**config.mk**
```make
export PLATFORM = sky130hd
export DESIGN_NAME = wd_strap_probe
export DESIGN_NICKNAME = d
export VERILOG_FILES = /design/src/rtl/wd_strap_probe.sv
export SDC_FILE = /design/constraint.sdc
export NUM_CORES = 1
export LEC_CHECK = 0
export ABC_AREA = 0
export BUFFER_PORTS_ARGS = -buffer_cell sky130_fd_sc_hd__buf_2
export CAP_MARGIN = 10
export CORE_MARGIN = 3
export CORE_UTILIZATION = 50
export DETAILED_ROUTE_END_ITERATION = 12
export GPL_TIMING_DRIVEN = 0
export PLACE_DENSITY_LB_ADDON = 0.15
export SYNTH_ARGS = -nofsm -noshare
export SYNTH_HDL_FRONTEND = slang
export SYNTH_SLANG_ARGS = --single-unit
```
**constraint.sdc**
```tcl
create_clock -name clk -period 5.1 [get_ports clk]
set_input_delay 0.765 -clock clk [delete_from_list [all_inputs] [get_ports clk]]
set_output_delay 0.765 -clock clk [all_outputs]
set_load 0.05 [all_outputs]
```
**src/rtl/wd_strap_probe.sv**
```systemverilog
module wd_strap_probe #(
  parameter int          SETTLE_CYC = 4,
  parameter int          PROBE_CYC  = 64,
  parameter int          BOUND_W    = 32,
  parameter int unsigned FLOAT_LO   = 800000,
  parameter int unsigned FLOAT_HI   = 1600000,
  parameter int unsigned PULL_LO    = 1850,
  parameter int unsigned PULL_HI    = 11000,
  parameter int unsigned CAP_SCALE  = 1234,
  parameter int unsigned CAP_FRAC   = 4,
  parameter int unsigned CAP_OFFSET = 55000
) (
  input  logic               clk,
  input  logic               rst_n,
  input  logic               start,
  input  logic               pin_hi,
  input  logic               cmp_hit,
  output logic               chg_en,
  output logic [1:0]         mode,
  output logic [BOUND_W-1:0] lo_bound,
  output logic [BOUND_W-1:0] hi_bound,
  output logic               done
);
  localparam int CNT_W  = $clog2((PROBE_CYC > SETTLE_CYC) ? PROBE_CYC : SETTLE_CYC) + 1;
  localparam int PROD_W = CNT_W + BOUND_W;
  localparam logic [1:0] M_NONE = 2'd0, M_FLOAT = 2'd1, M_PULL = 2'd2, M_CAP = 2'd3;

  typedef enum logic [1:0] {S_IDLE, S_SETTLE, S_CHARGE, S_DONE} st_t;
  st_t state;
  logic [CNT_W-1:0] cnt;

  logic [PROD_W-1:0]  prod;
  logic [BOUND_W-1:0] cap_hi;
  assign prod   = PROD_W'(cnt) * PROD_W'(CAP_SCALE);
  assign cap_hi = BOUND_W'(prod >> CAP_FRAC) + BOUND_W'(CAP_OFFSET);

  assign chg_en = (state == S_CHARGE);
  assign done   = (state == S_DONE);

  always_ff @(posedge clk or negedge rst_n) begin
    if (!rst_n) begin
      state    <= S_IDLE;
      cnt      <= '0;
      mode     <= M_NONE;
      lo_bound <= '0;
      hi_bound <= '0;
    end else if (start) begin
      state    <= S_SETTLE;
      cnt      <= '0;
      mode     <= M_NONE;
      lo_bound <= '0;
      hi_bound <= '0;
    end else begin
      case (state)
        S_SETTLE:
          if (cnt == CNT_W'(SETTLE_CYC - 1)) begin
            cnt <= '0;
            if (pin_hi) begin
              state    <= S_DONE;
              mode     <= M_PULL;
              lo_bound <= BOUND_W'(PULL_LO);
              hi_bound <= BOUND_W'(PULL_HI);
            end else begin
              state <= S_CHARGE;
            end
          end else begin
            cnt <= cnt + 1'b1;
          end
        S_CHARGE:
          if (cmp_hit) begin
            state    <= S_DONE;
            mode     <= M_CAP;
            hi_bound <= cap_hi;
            lo_bound <= cap_hi >> 1;
          end else if (cnt == CNT_W'(PROBE_CYC - 1)) begin
            state    <= S_DONE;
            mode     <= M_FLOAT;
            lo_bound <= BOUND_W'(FLOAT_LO);
            hi_bound <= BOUND_W'(FLOAT_HI);
          end else begin
            cnt <= cnt + 1'b1;
          end
        default: ;
      endcase
    end
  end
endmodule

```
==> impl_metrics.yaml, run 1 <==
clock_network:
  clock-sinks: 34
  cts-buffers-inserted: 5
  cts_tree: "yes"
  cts.reportedPaths.clkPinSlew_ps: 70
  postCtsHoldBufs: 0
  cts.path.max_buffers: 2
  cts-resized-gates: 0
  clockRootBuffer: "clkbuf_8"
  htree_num_levels: 2
  clkLatencyLatePin_ps: 280
  cts_setup_buffers: 0
placed_design:
  io_buffer_count: 45
  dp.cells: 479
  dp_hpwl_mm: 5.344
  globalplace.congestion: 0.8567
finish:
  area_growth_pct: 16.18
  final_cell_mix: "45 x ha_1, 45 x buf_2, 41 x buf_4"
  antenna_cells: 0
  drive_gt1_share_pct: 26.70
  nets: 468
  fin_cells: 487
  utilization_pct: 60.88
sta:
  skew_ps: 2.105
  tightest_slew_ps: 762.7
  relSlewSlack_pct: 49.15
  tns_ps: 0
  fin_crit_sh_pct: 87.16
  max_clock_freq_mhz: 225.0
  period_needed_ps: 4445
  hold_viol: 0
  rsz0062_at_grt: "false"
  setup-violations-final: 0
  drv_slew: 0
worst_setup_path:
  r2r_cells: 12
  critPathArrivalTime_ps: 4670
  cp_top_family: "adder cells"
  critPathCaptureType: "flop"
  start_kind: "flop"
  crit_chain: "ha_1, ha_1, fa_1, fa_1, ha_1, nor2b_1, a221oi_2, o311ai_2, o311a_4, o31a_1, o21ai_1, a221o_1"
  worst-path-buf-inv: 0
  worst-path-stages: 12
  cpMostUsedCell: "ha_1"
  cp_slowest_stage_delay_ps: 530
  crit_required_ps: 5320
  cpMaxStageDelayCell: "fa_1"
  crit_fanout: 8
  worstSetupPathType: "reg2reg"
floorplanning:
  chipHeight_um: 85.24
  die_x_um: 85.24
  core_area_sq_mm: 0.005991
  pin_count: 73
  die_area_sq_mm: 0.007265
  rows: 28
  start_util_pct: 52.40
route:
  ant_nets: 0
  route.vias.total: 2504
  drt_wl_total_mm: 6.654
  drt_iter0_markers: 88
  avgRoutedWirePerCell_um: 13.66
  viasPerCell: 5.142
  first_pass_iters: 5
  drc: 0
synthesis:
  synth_cell_types: 61
  ys_async_sr_fraction_pct: 100.0
  synth_ff_type: "dfrtp_1"
  syn_inst: 333
  synth-edff-count: 0
  syn_area_sq_mm: 0.003139
  synth_area_per_cell_sq_um: 9.427
  ys_ff_latch: 34
  ys_seq_area_share_pct: 27.10
  synth_warnings: 0
global_route:
  track_usage_pct: 18.78
  grt_pass1_vias: 2295
  grt_max_degree: 35
  antenna_found_initial: 0
  grt_first_pass_wirelength_mm: 11.01
  grt_overflow_total: 0
min_path:
  hp-class: "reg2reg"
  holdPathStages: 2
job:
  cap_violations: 0
pwr:
  p_leak_nw: 2.094
  vdd_ir_drop_max_v: 0.0001629
  p_per_area_mw_per_mm2: 247.4
status:
  status: "finished, final reports clean"
[metal layers]
layer	global-route usage, %	part of all wire, %	wire, um	vias to the layer above
met3	2.233	4.6	308	6
met4	5.468	1.1	72	0
met2	30.44	46	3089	58
met5	0	0	0	-
li1	-	-	-	1277
met1	26.41	48	3185	1163
[kinds of logic (layout without fill, tap and decap cells)]
family | Yosys count | after routing | share of synthesized area (%)
AND/OR/NAND/NOR | 89 | 89 | 13.87
AO/OA/AOI/OAI | 73 | 73 | 19.17
buffers and inverters | 69 | 122 | 13.15
adder cells (fa/ha/maj) | 52 | 52 | 22.40
flip-flops | 34 | 34 | 27.10
XOR/XNOR | 15 | 15 | 4.185
other | 1 | 27 | 0.1195
[per-stage QoR]
stage                     power [mW]  setup WS (ps)  hold WS [ps]  instance area (sq um)
after floorplan               0.6247           1049         469.4                   3237
after global placement        0.6991          704.3         463.4                   3556
after detailed placement      0.7009          668.1         458.7                   3556
after CTS                     0.9111          638.8         476.1                   3647
after global routing          0.9633          423.3         500.3                   3647
final                         0.9025          655.0         474.2                   3647
[cells in the mapped netlist, drive strengths merged, types with 3 or more instances]
library cell   n  area share [%]
a211o          3            0.84
a211oi         5             1.5
a21o           4            0.96
a21oi          8             1.3
a221oi         4             1.7
a22o           5             1.4
a311oi         3            0.84
and3           3            0.60
buf           42             9.9
clkbuf         5            0.60
dfrtp         34              27
fa             7             4.5
ha            45              18
inv           21             2.5
nand2         16             1.9
nand2b         3            0.60
nand3          5            0.80
nor2          33             4.1
nor2b          5             1.0
nor3           7             1.3
o211ai         4             1.1
o21ai         15             2.8
or2            4            0.80
or3            4            0.80
xnor2         10             2.8
xor2           5             1.4
[area by class of cell]
cell class                      instances  area, sq um
Inverter                               22        82.58
Clock inverter                          1        5.005
Timing Repair Buffer                   45        225.2
Buffer                                 47        330.3
Sequential cell                        34        850.8
Multi-Input combinational cell        256         1973
Clock buffer                            7        86.33
Fill cell                             545         2344
Tap cell                               75        93.84
[worst paths after layout]
| path | startpoint | end | slack (ps) |
|---|---|---|---|
| setup / recovery | cnt[4]$_DFFE_PN0P_ | lo_bound[13]$_DFFE_PN0P_ | 660 |
| hold reg to reg | mode[0]$_DFFE_PN0P_ | mode[0]$_DFFE_PN0P_ | 470 |
| setup reg to reg | cnt[4]$_DFFE_PN0P_ | lo_bound[13]$_DFFE_PN0P_ | 660 |
| hold / removal | mode[0]$_DFFE_PN0P_ | mode[0]$_DFFE_PN0P_ | 470 |
| min in group asynchronous | rst_n | lo_bound[5]$_DFFE_PN0P_ | 550 |
| max in group asynchronous | rst_n | mode[0]$_DFFE_PN0P_ | 4060 |
[report_power, final]
| group | total (mW) | switching [mW] | internal [mW] |
|---|---|---|---|
| Combinational | 0.395 | 0.261 | 0.134 |
| Sequential | 0.302 | 0.0177 | 0.285 |
| Clock | 0.205 | 0.0963 | 0.109 |
[sequential cells by signal, summed over array words and instances (netlist names)]
name / count
cnt: 7
state: 2
mode: 2
hi_bound: 6
lo_bound: 17
[worst reg2reg max path: stages, from the launching register on]
cell and delay, ps:
dfrtp_1 500, ha_1 350, ha_1 290, fa_1 530
fa_1 430, ha_1 400, nor2b_1 190, a221oi_2 250
o311ai_2 220, o311a_4 440, o31a_1 330, o21ai_1 270
a221o_1 190
No activity file was read; power rests on OpenSTA's default activity.
==> run 2: changes to the inputs <==
--- a/config.mk
+++ b/config.mk
@@ -8,8 +8,10 @@
 export ABC_AREA = 0
 export BUFFER_PORTS_ARGS = -buffer_cell sky130_fd_sc_hd__buf_2
 export CAP_MARGIN = 10
+export CORE_ASPECT_RATIO = 1.75
 export CORE_MARGIN = 3
 export CORE_UTILIZATION = 50
+export CTS_CLUSTER_DIAMETER = 30
 export DETAILED_ROUTE_END_ITERATION = 12
 export GPL_TIMING_DRIVEN = 0
 export PLACE_DENSITY_LB_ADDON = 0.15
==> constraint.sdc (replaced) <==
create_clock -name clk -period 5.15 [get_ports clk]
set_input_delay 0.7725 -clock clk [delete_from_list [all_inputs] [get_ports clk]]
set_output_delay 0.7725 -clock clk [all_outputs]
set_load 0.05 [all_outputs]
==> run 2 against run 1 <==
Compared with the run above:
- via count up 1.4%
- count of clock-buffer cells in the layout down 1
- total power up 0.67%
- sequential share of layout area about the same
- critical path depth unchanged
- register-to-register slack worse by 60 ps
- first-iteration DRC count up 35%
- non-clock buffer count unchanged
==> impl_metrics.yaml, run 2 (same netlist as run 1, synthesis figures left out) <==
status:
  status: "finished, final reports clean"
route:
  drt_wl_total_mm: 7.140
  avgRoutedWirePerCell_um: 14.57
  ant_nets: 0
  viasPerCell: 5.182
  drc: 0
  first_pass_iters: 4
  route.vias.total: 2539
  drt_iter0_markers: 119
global_route:
  grt_max_degree: 35
  antenna_found_initial: 0
  track_usage_pct: 20.71
  grt_first_pass_wirelength_mm: 11.80
  grt_pass1_vias: 2450
  grt_overflow_total: 0
clock_network:
  htree_num_levels: 2
  clkLatencyLatePin_ps: 290
  cts_setup_buffers: 0
  postCtsHoldBufs: 0
  cts-resized-gates: 0
  cts-buffers-inserted: 5
  cts.path.max_buffers: 2
  clockRootBuffer: "clkbuf_8"
  cts.reportedPaths.clkPinSlew_ps: 80
  cts_tree: "yes"
  clock-sinks: 34
finish:
  top_register: "lo_bound"
  largest_reg_flops: 17
  top_regs: "lo_bound x17, cnt x7, hi_bound x6"
  fillCellCount: 558
  final_cell_mix: "45 x ha_1, 45 x buf_2, 41 x buf_4"
  area_growth_pct: 16.42
  nets: 468
  antenna_cells: 0
  drive_gt1_share_pct: 26.94
worst_setup_path:
  start_kind: "flop"
  crit_chain: "ha_1, ha_1, fa_1, fa_1, ha_1, nor2b_1, a221oi_2, o311ai_2, o311a_4, o31a_1, o21ai_1, a221o_1"
  r2r_cells: 12
  crit_fanout: 8
  endpoint: "lo_bound[13]$_DFFE_PN0P_"
  cp_slowest_stage_delay_ps: 530
  reg2reg_from: "cnt[4]$_DFFE_PN0P_"
  worst-path-stages: 12
  crit_required_ps: 5370
  worstSetupPathType: "reg2reg"
  worst-path-buf-inv: 0
  critPathCaptureType: "flop"
  critPathArrivalTime_ps: 4780
  r2r-end: "lo_bound[13]$_DFFE_PN0P_"
  cpMaxStageDelayCell: "fa_1"
  cp_top_family: "adder cells"
  crit_start: "cnt[4]$_DFFE_PN0P_"
  cpMostUsedCell: "ha_1"
  reg2reg_slack_ps: 600
min_path:
  hp-class: "reg2reg"
placed_design:
  globalplace.congestion: 0.8956
  dp_hpwl_mm: 5.882
  io_buffer_count: 45
sta:
  tightest_slew_ps: 751.3
  relSlewSlack_pct: 49.91
  setup-violations-final: 0
  drv_slew: 0
  period_needed_ps: 4554
  skew_ps: 8.184
  rsz0062_at_grt: "false"
  tns_ps: 0
  max_clock_freq_mhz: 219.6
  hold_viol: 0
  fin_crit_sh_pct: 88.43
pwr:
  p_leak_nw: 2.093
  vdd_ir_drop_max_v: 0.0001115
  p_per_area_mw_per_mm2: 248.6
  fin_total_pwr_uw: 908.5
floorplanning:
  pin_count: 73
  rows: 37
  die_area_sq_mm: 0.007302
  start_util_pct: 52.57
  core_area_sq_mm: 0.005972
  die_x_um: 65.90
  chipHeight_um: 110.8
job:
  cap_violations: 0
-- run 2: cell types whose count changed in the layout (fill, tap and decap cells not counted), sizes merged --
cell,before,now
clkbuf,12,11
clkinvlp,0,1
-- run 2: power breakdown --
group | total [mW] | internal, mW | switching [mW] | leakage [nW]
Combinational | 0.396 | 0.134 | 0.263 | 1.58
Sequential | 0.299 | 0.282 | 0.0175 | 0.468
Clock | 0.213 | 0.108 | 0.105 | 0.0472
Total | 0.909 | 0.523 | 0.386 | 2.09
-- run 2: worst min-delay path: stages (launching register included) --
cell,delay [ps]
dfrtp_1,350
nand2_1,50
nand2_1,50
-- run 2: worst min-delay path by stage --
stage,from,to,cells past startpoint
2_1_floorplan,rst_n,cnt[0]$_DFFE_PN0P_,0
3_3_place_gp,hi_bound[10]$_DFFE_PN0P_,hi_bound[10]$_DFFE_PN0P_,2
3_5_place_dp,mode[0]$_DFFE_PN0P_,mode[0]$_DFFE_PN0P_,2
4_1_cts,mode[0]$_DFFE_PN0P_,mode[0]$_DFFE_PN0P_,2
5_1_grt,mode[0]$_DFFE_PN0P_,mode[0]$_DFFE_PN0P_,2
6_report,mode[0]$_DFFE_PN0P_,mode[0]$_DFFE_PN0P_,2
-- run 2: layout make-up --
class                      instances  area (sq um)  share of cell area, %
buffer                            47         330.3                  9.038
clock buffer                       6         82.58                  2.259
clock inverter                     2         12.51                 0.3423
inverter                          22         82.58                  2.259
multi-input combinational        256          1973                  53.99
sequential                        34         850.8                  23.28
tap                               78         97.59                  2.670
timing repair buffer              45         225.2                  6.162
-- run 2: routing by layer --
metal | up-vias | share of wire [%] | global-route usage (%)
li1 | 1269 | - | -
met4 | 0 | 2.7 | 7.618
met3 | 15 | 4.7 | 2.434
met5 | - | 0 | 0
met1 | 1173 | 37 | 22.97
met2 | 82 | 56 | 38.54
-- run 2: metrics by stage --
stage               area (sq um)  util, %  worst slack [ps]  hold WS [ps]  instances
global route                3655    61.20             419.4         523.6        490
floorplan                   3237        -              1099         476.9        359
global placement            3560    59.61             706.5         459.1        482
finish                      3655    61.20             596.0         479.0        490
detailed placement          3560    59.61             637.7         467.6        482
CTS                         3655    61.20             600.3         486.3        490
